===== src/rtl/sgp_pkg.sv =====
// Shared types for the guarded stack pointer.
// Assumes: one command per cycle, decoded from two strobes.
package sgp_pkg;
    typedef enum logic [1:0] {
        CMD_IDLE = 2'd0,
        CMD_PUSH = 2'd1,
        CMD_POP  = 2'd2,
        CMD_BOTH = 2'd3
    } sp_cmd_e;
endpackage


===== src/rtl/sgp_cmd_decode.sv =====
// Folds the push and pop strobes into one command code.
// Assumes: strobes are synchronous to the pointer clock.
module sgp_cmd_decode
    import sgp_pkg::*;
(
    input  logic    push_i,
    input  logic    pop_i,
    output sp_cmd_e cmd_o
);
    // Map the strobe pair onto the command enum.
    always_comb begin
        unique case ({pop_i, push_i})
            2'b01:   cmd_o = CMD_PUSH;
            2'b10:   cmd_o = CMD_POP;
            2'b11:   cmd_o = CMD_BOTH;
            default: cmd_o = CMD_IDLE;
        endcase
    end
endmodule


===== src/rtl/sgp_next_ptr.sv =====
// Computes the access address, the candidate next pointer and whether
// the command breaks the guard floor.
// Assumes: a pop wraps modulo 2**ADDR_W, and a push never wraps because
// the floor lies above zero.
module sgp_next_ptr
    import sgp_pkg::*;
#(
    parameter int unsigned          ADDR_W     = 12,
    parameter logic [ADDR_W-1:0]    GUARD_ADDR = 12'h300
) (
    input  logic [ADDR_W-1:0] sp_i,
    input  sp_cmd_e           cmd_i,
    output logic [ADDR_W-1:0] addr_o,
    output logic [ADDR_W-1:0] sp_next_o,
    output logic              violation_o,
    output logic              push_ok_o,
    output logic              pop_ok_o
);
    logic [ADDR_W-1:0] sp_up;
    logic [ADDR_W-1:0] sp_down;

    // Neighbouring pointer values; the increment wraps to zero by design.
    always_comb begin
        sp_up   = sp_i + ADDR_W'(1);
        sp_down = sp_i - ADDR_W'(1);
    end

    // Per-command address, legality and next pointer.
    always_comb begin
        addr_o      = sp_i;
        sp_next_o   = sp_i;
        violation_o = 1'b0;
        push_ok_o   = 1'b0;
        pop_ok_o    = 1'b0;
        unique case (cmd_i)
            CMD_PUSH: begin
                if (sp_i > GUARD_ADDR) begin
                    push_ok_o = 1'b1;
                    sp_next_o = sp_down;
                end else begin
                    violation_o = 1'b1;
                end
            end
            CMD_POP: begin
                addr_o = sp_up;
                if (sp_up >= GUARD_ADDR) begin
                    pop_ok_o  = 1'b1;
                    sp_next_o = sp_up;
                end else begin
                    violation_o = 1'b1;
                end
            end
            CMD_BOTH: violation_o = 1'b1;
            default:  ;
        endcase
    end
endmodule


===== src/rtl/sgp_fault_latch.sv =====
// Sticky fault flag: set by any violation, cleared only by reset.
// Assumes: synchronous active-low reset.
module sgp_fault_latch (
    input  logic clk,
    input  logic rst_n,
    input  logic set_i,
    output logic fault_o
);
    // Hold the flag once it has been set.
    always_ff @(posedge clk) begin
        if (!rst_n)     fault_o <= 1'b0;
        else if (set_i) fault_o <= 1'b1;
    end
endmodule


===== src/rtl/stack_guard_ptr.sv =====
// Downward-growing data-stack pointer with a guard floor and a sticky fault.
// A push writes at the pointer and then decrements it. A pop increments
// the pointer and then reads there. A fault freezes the pointer and
// blocks all memory access.
// Assumes: the memory sits outside this block and accepts a command in
// the cycle it is presented.
module stack_guard_ptr
    import sgp_pkg::*;
#(
    parameter int unsigned          ADDR_W     = 12,
    parameter int unsigned          DATA_W     = 4,
    parameter logic [ADDR_W-1:0]    TOP_ADDR   = 12'h3FF,
    parameter logic [ADDR_W-1:0]    GUARD_ADDR = 12'h300
) (
    input  logic              clk,
    input  logic              rst_n,
    input  logic              push_i,
    input  logic              pop_i,
    input  logic [DATA_W-1:0] push_data_i,
    output logic [ADDR_W-1:0] mem_addr_o,
    output logic              mem_we_o,
    output logic [DATA_W-1:0] mem_wdata_o,
    output logic              mem_re_o,
    output logic              fault_o
);
    sp_cmd_e           cmd;
    logic [ADDR_W-1:0] sp_q;
    logic [ADDR_W-1:0] sp_next;
    logic              violation;
    logic              push_ok;
    logic              pop_ok;

    sgp_cmd_decode u_decode (
        .push_i (push_i),
        .pop_i  (pop_i),
        .cmd_o  (cmd)
    );

    sgp_next_ptr #(
        .ADDR_W     (ADDR_W),
        .GUARD_ADDR (GUARD_ADDR)
    ) u_next (
        .sp_i        (sp_q),
        .cmd_i       (cmd),
        .addr_o      (mem_addr_o),
        .sp_next_o   (sp_next),
        .violation_o (violation),
        .push_ok_o   (push_ok),
        .pop_ok_o    (pop_ok)
    );

    sgp_fault_latch u_fault (
        .clk     (clk),
        .rst_n   (rst_n),
        .set_i   (violation && !fault_o),
        .fault_o (fault_o)
    );

    // Pointer register: reset to the top, frozen while faulted.
    always_ff @(posedge clk) begin
        if (!rst_n)        sp_q <= TOP_ADDR;
        else if (!fault_o) sp_q <= sp_next;
    end

    // Memory strobes, gated by the sticky fault.
    always_comb begin
        mem_we_o    = push_ok && !fault_o;
        mem_re_o    = pop_ok && !fault_o;
        mem_wdata_o = push_data_i;
    end
endmodule


===== config.mk =====
export PLATFORM = sky130hd
export DESIGN_NAME = stack_guard_ptr
export DESIGN_NICKNAME = d
export VERILOG_FILES = /design/src/rtl/sgp_pkg.sv /design/src/rtl/sgp_cmd_decode.sv /design/src/rtl/sgp_next_ptr.sv /design/src/rtl/sgp_fault_latch.sv /design/src/rtl/stack_guard_ptr.sv
export SDC_FILE = /design/constraint.sdc
export NUM_CORES = 1
export LEC_CHECK = 0
export ABC_AREA = 0
export BUFFER_PORTS_ARGS = -buffer_cell sky130_fd_sc_hd__buf_2
export CORE_MARGIN = 5
export CORE_UTILIZATION = 38
export CTS_CLUSTER_DIAMETER = 30
export DETAILED_ROUTE_END_ITERATION = 6
export PLACE_DENSITY_LB_ADDON = 0.15
export SLEW_MARGIN = 30
export SYNTH_ARGS = -nofsm -noshare
export SYNTH_HDL_FRONTEND = slang
export SYNTH_SLANG_ARGS = --single-unit

===== constraint.sdc =====
create_clock -name clk -period 2.67 [get_ports clk]
set_input_delay 0.4005 -clock clk [delete_from_list [all_inputs] [get_ports clk]]
set_output_delay 0.4005 -clock clk [all_outputs]
set_load 0.01 [all_outputs]

* After elaboration in Yosys (flattened, before gate mapping)
Cells that the tools add are included.
** Operators by class
- Eq/ne operators :: 8
- Bitwise logic cells :: 1
- $lt $le $gt $ge :: 2
- Mux-type cells :: 12
- $add $sub $neg :: 2
- Reduce and logical (&&, ||, !) cells :: 6
** Operators with widths (number)
- $mux W12 :: 3
- $pmux W12 S2 :: 1
- $add A12 B1 Y12 const B :: 1
- $ge A12 B10 Y1 const B :: 1
- $gt A12 B10 Y1 const B :: 1
- $sub A12 B1 Y12 const B :: 1
- $eq A2 B2 Y1 const B :: 4
- $mux W1 :: 6
- $pmux W2 S3 :: 1
- $eq A2 B1 Y1 const B :: 2
- $ne A2 B1 Y1 const B :: 2
- $reduce_and A4 Y1 :: 1
- $logic_and A1 B1 Y1 :: 3
- $pmux W1 S3 :: 1
- $reduce_bool A2 Y1 :: 1
- $logic_not A1 Y1 :: 1
- $not A1 Y1 :: 1
** Word-level totals
- Output and inout port bits :: 19
- Flip-flop bits (word level) :: 13

* Depth between registers and ports, before layout
- Word-level depth :: 5
- Depth in mapped cells :: 8
- Depth with buffers taken out :: 7

* Hierarchy
A second synthesis with hierarchy kept.
** Unflattened totals
- Cells, all modules :: 236
- Area, all modules :: 1739.2 um2
** Modules (own cells, without submodules)
- sgp_next_ptr :: area each 1202.4 um2, times used 1, cells each 186, sequential area each 0.0 um2
- stack_guard_ptr :: area each 501.7 um2, times used 1, cells each 46, sequential area each 240.2 um2
- sgp_fault_latch :: area each 27.5 um2, times used 1, cells each 2, sequential area each 20.0 um2
- sgp_cmd_decode :: area each 7.5 um2, times used 1, cells each 2, sequential area each 0.0 um2

* Worst setup path after synthesis
Ideal clock, no wire load.
- Kind :: flip-flop to flip-flop
- Start :: register sp_q[0]
- End :: register sp_q[7]
- Required time :: 2.549 ns
- Path slack :: 0.525 ns
- Stages on the path, launching flop included :: 9
- Data arrival time :: 2.023 ns
- Cells stage by stage :: dfxtp_1 -> inv_1 -> ha_1 -> a311o_1 -> a31oi_4 -> o21ai_2 -> buf_4 -> a211oi_2 -> mux2_4
** On the way
- Cells in the longest elaborated chain, start to end :: 4
** Ends and longest elaborated chain
- start, declared :: RTL line stack_guard_ptr.sv:27 : logic [ADDR_W-1:0] sp_q;
- start signal, assigned :: RTL line stack_guard_ptr.sv:62 : else if (!fault_o) sp_q <= sp_next;
- $add A12 B1 Y12 :: RTL line sgp_next_ptr.sv:24 : sp_up = sp_i + ADDR_W'(1);
- $ge A12 B10 Y1 :: RTL line sgp_next_ptr.sv:46 : if (sp_up >= GUARD_ADDR) begin
- $ne A2 B1 Y1 (no source line)
- $reduce_and A4 Y1 (no source line)
Parallel ways exist; a longest one is shown, timed or not. The select of a mux whose other input is x is not followed.
A chain may end at the register's enable or synchronous reset.

* Worst setup path after layout
- Start :: register sp_q[1]
- End :: output port mem_re_o
** On the way
- Cells in the longest elaborated chain, start to end :: 5
** Ends and longest elaborated chain
- $add A12 B1 Y12 :: RTL line sgp_next_ptr.sv:24
- $ge A12 B10 Y1 :: RTL line sgp_next_ptr.sv:46
- $mux W1 :: RTL line sgp_next_ptr.sv:46
- $mux W1 :: RTL line sgp_next_ptr.sv:35 : unique case (cmd_i)
- $logic_and A1 B1 Y1 :: RTL line stack_guard_ptr.sv:68 : mem_re_o = pop_ok && !fault_o;
- end, declared :: RTL line stack_guard_ptr.sv:23 : output logic mem_re_o,
No other way between the ends.

==> metrics.cfg <==
[run_status]
run_status=finished clean

[place]
gp_congestion=0.896
portBuffers=18
postPlaceCellArea_um2=1410
hpwl_um=2630
pre_cts_slack_ns=0.320
dp_cells=216

[cts]
cts_root_buf=clkbuf_4
tritoncts=done
postCtsSetupBuffers=0
cts_made_buffers=3
hold_buffers=0
ctsHtreeMaxLevel=1
clockBufferDepth=2
path_clk_slew_ns=0.09
cts_sinks=13
clkLatencyLatePin_ns=0.28
cts.repair.resized=0

[timing]
skew_ns=0.00125
worstMarginPinSlew_ns=0.693
slew_viol_final=0
setup_viol=0
fin_crit_ns=2.53
relSlewSlack=0.538
grt_setup_unrepaired=false
whs_ns=0.462
finalHoldViolCount=0
fin_crit_sh=0.946
final.setup.tns_ns=0
fin_ws_ns=0.144
max_freq_mhz=396

[finish]
final_area_um2=1440
syn2layout_area_growth_pct=8.11
final_cell_mix=19 x nand2_1, 18 x buf_2, 14 x nor2_1, 13 x dfxtp_1, 10 x nand3_1
diodes=0
drive_above_1_share=0.224
fin_cells=220
nets=188
final_common_cell=nand2_1
fin_util=0.427

[global_routing]
first_global_vias=1274
grt_util_all_layers=0.149
antenna_found_initial=0
grt_max_degree=18
grt_first_pass_wirelength_um=6020
overflow=0

[route]
via_per_inst=5.70
num_vias=1255
drt_first_pass_iters=4
drtIter0Drc=46
drtAntennaViolNets=0
wl_per_cell_um=15.9
drt_wl_total_um=3500
route.detailed.drc=0

[synth]
syn_area_per_cell_um2=8.09
ys_ff_latch=13
synthCells=164
synth_area_um2=1330
yosys_warnings=0
syn_nets=177
synthTopCellsByArea=dfxtp_1 20%, nand2_1 5.4%, xnor2_1 5.3%
synth_edf_count=0
synth_top_cell_area_share=0.196
synth.distinct_cells=49
yosys.area.top_type=dfxtp_1
synthArstFlopShare=0
ys.flop_type=dfxtp_1
ys_seq_area_frac=0.196

[worst_setup_path]
required_ns=2.27
cp.arrival_ns=2.13
cp-end-kind=output pin
worstSetupStartpointType=register
cp_max_fo=7
path_class=register to output pin

[floorplan]
die_w_um=69.1
design.die.area_um2=4780
rows=21
fp.coreArea_um2=3360
dieHeight_um=69.1
start_util=0.395
boundaryPins=27

[power]
p_leak_nw=0.562
irDropWorstVdd_uv=390
p_total_mw=1.51
cellPowerDensity_nw_per_um2=1050

[job]
max_cap_violations=0

[worst_hold_path]
hold_path.class=primary input to register

==> cell families after synthesis <==
family,synth area share
flops,0.196
xor+xnor,0.0792
mux,0.0273
simple gates,0.296
fa+ha+maj,0.0471
buf+inv,0.0924
compound gates,0.262
==> worst max-delay path, cell delays in order (launching register included) <==
cell      delay (ns)
dfxtp_1         0.47
ha_1            0.33
nand2_1         0.11
o221ai_1        0.26
o311ai_4        0.17
o21a_1          0.19
nor3_1          0.14
buf_2           0.16
==> flip-flops by register name, indices dropped and copies added (netlist names) <==
register	count
u_fault.fault_o	1
sp_q	12
==> synth_stat cells, drive strengths merged (2+ instances only) <==
master,n
or4,7
mux2,2
a31oi,3
o21ai,8
nor4,6
xnor2,8
xor2,4
ha,5
o211ai,3
nand3,11
nand2,19
o31ai,6
o22ai,3
inv,5
a21oi,2
nor3,4
o211a,2
nand4,2
nand2b,3
o21a,3
o311ai,2
nor2,14
a211oi,2
dfxtp,13
buf,12
clkbuf,5
==> power breakdown <==
group	switching, mW	internal, mW
combinational	0.613	0.430
clock	0.0708	0.0580
sequential	0.0959	0.241
total	0.779	0.730
==> metal layers <==
layer / global-route usage / wire, um
met4: 0.0586 / 53
met3: 0.0218 / 141
met5: 0 / 0
met2: 0.243 / 1630
met1: 0.195 / 1670
==> layout make-up <==
class	instances	area, um^2
fill	378	1930
timing repair buffer	23	128
tap	46	57.6
sequential	13	260
multi-input combinational	129	945
clock buffer	4	26.3
inverter	5	18.8
==> worst paths after layout <==
path	start	to	slack [ns]	cells past startpoint
min	rst_n	sp_q[8]	0.46	2
max reg2reg	sp_q[1]	sp_q[4]	0.31	7
min reg2reg	sp_q[8]	sp_q[8]	0.60	2
max	sp_q[1]	mem_re_o	0.14	7
(Power assumes the default switching activity.)
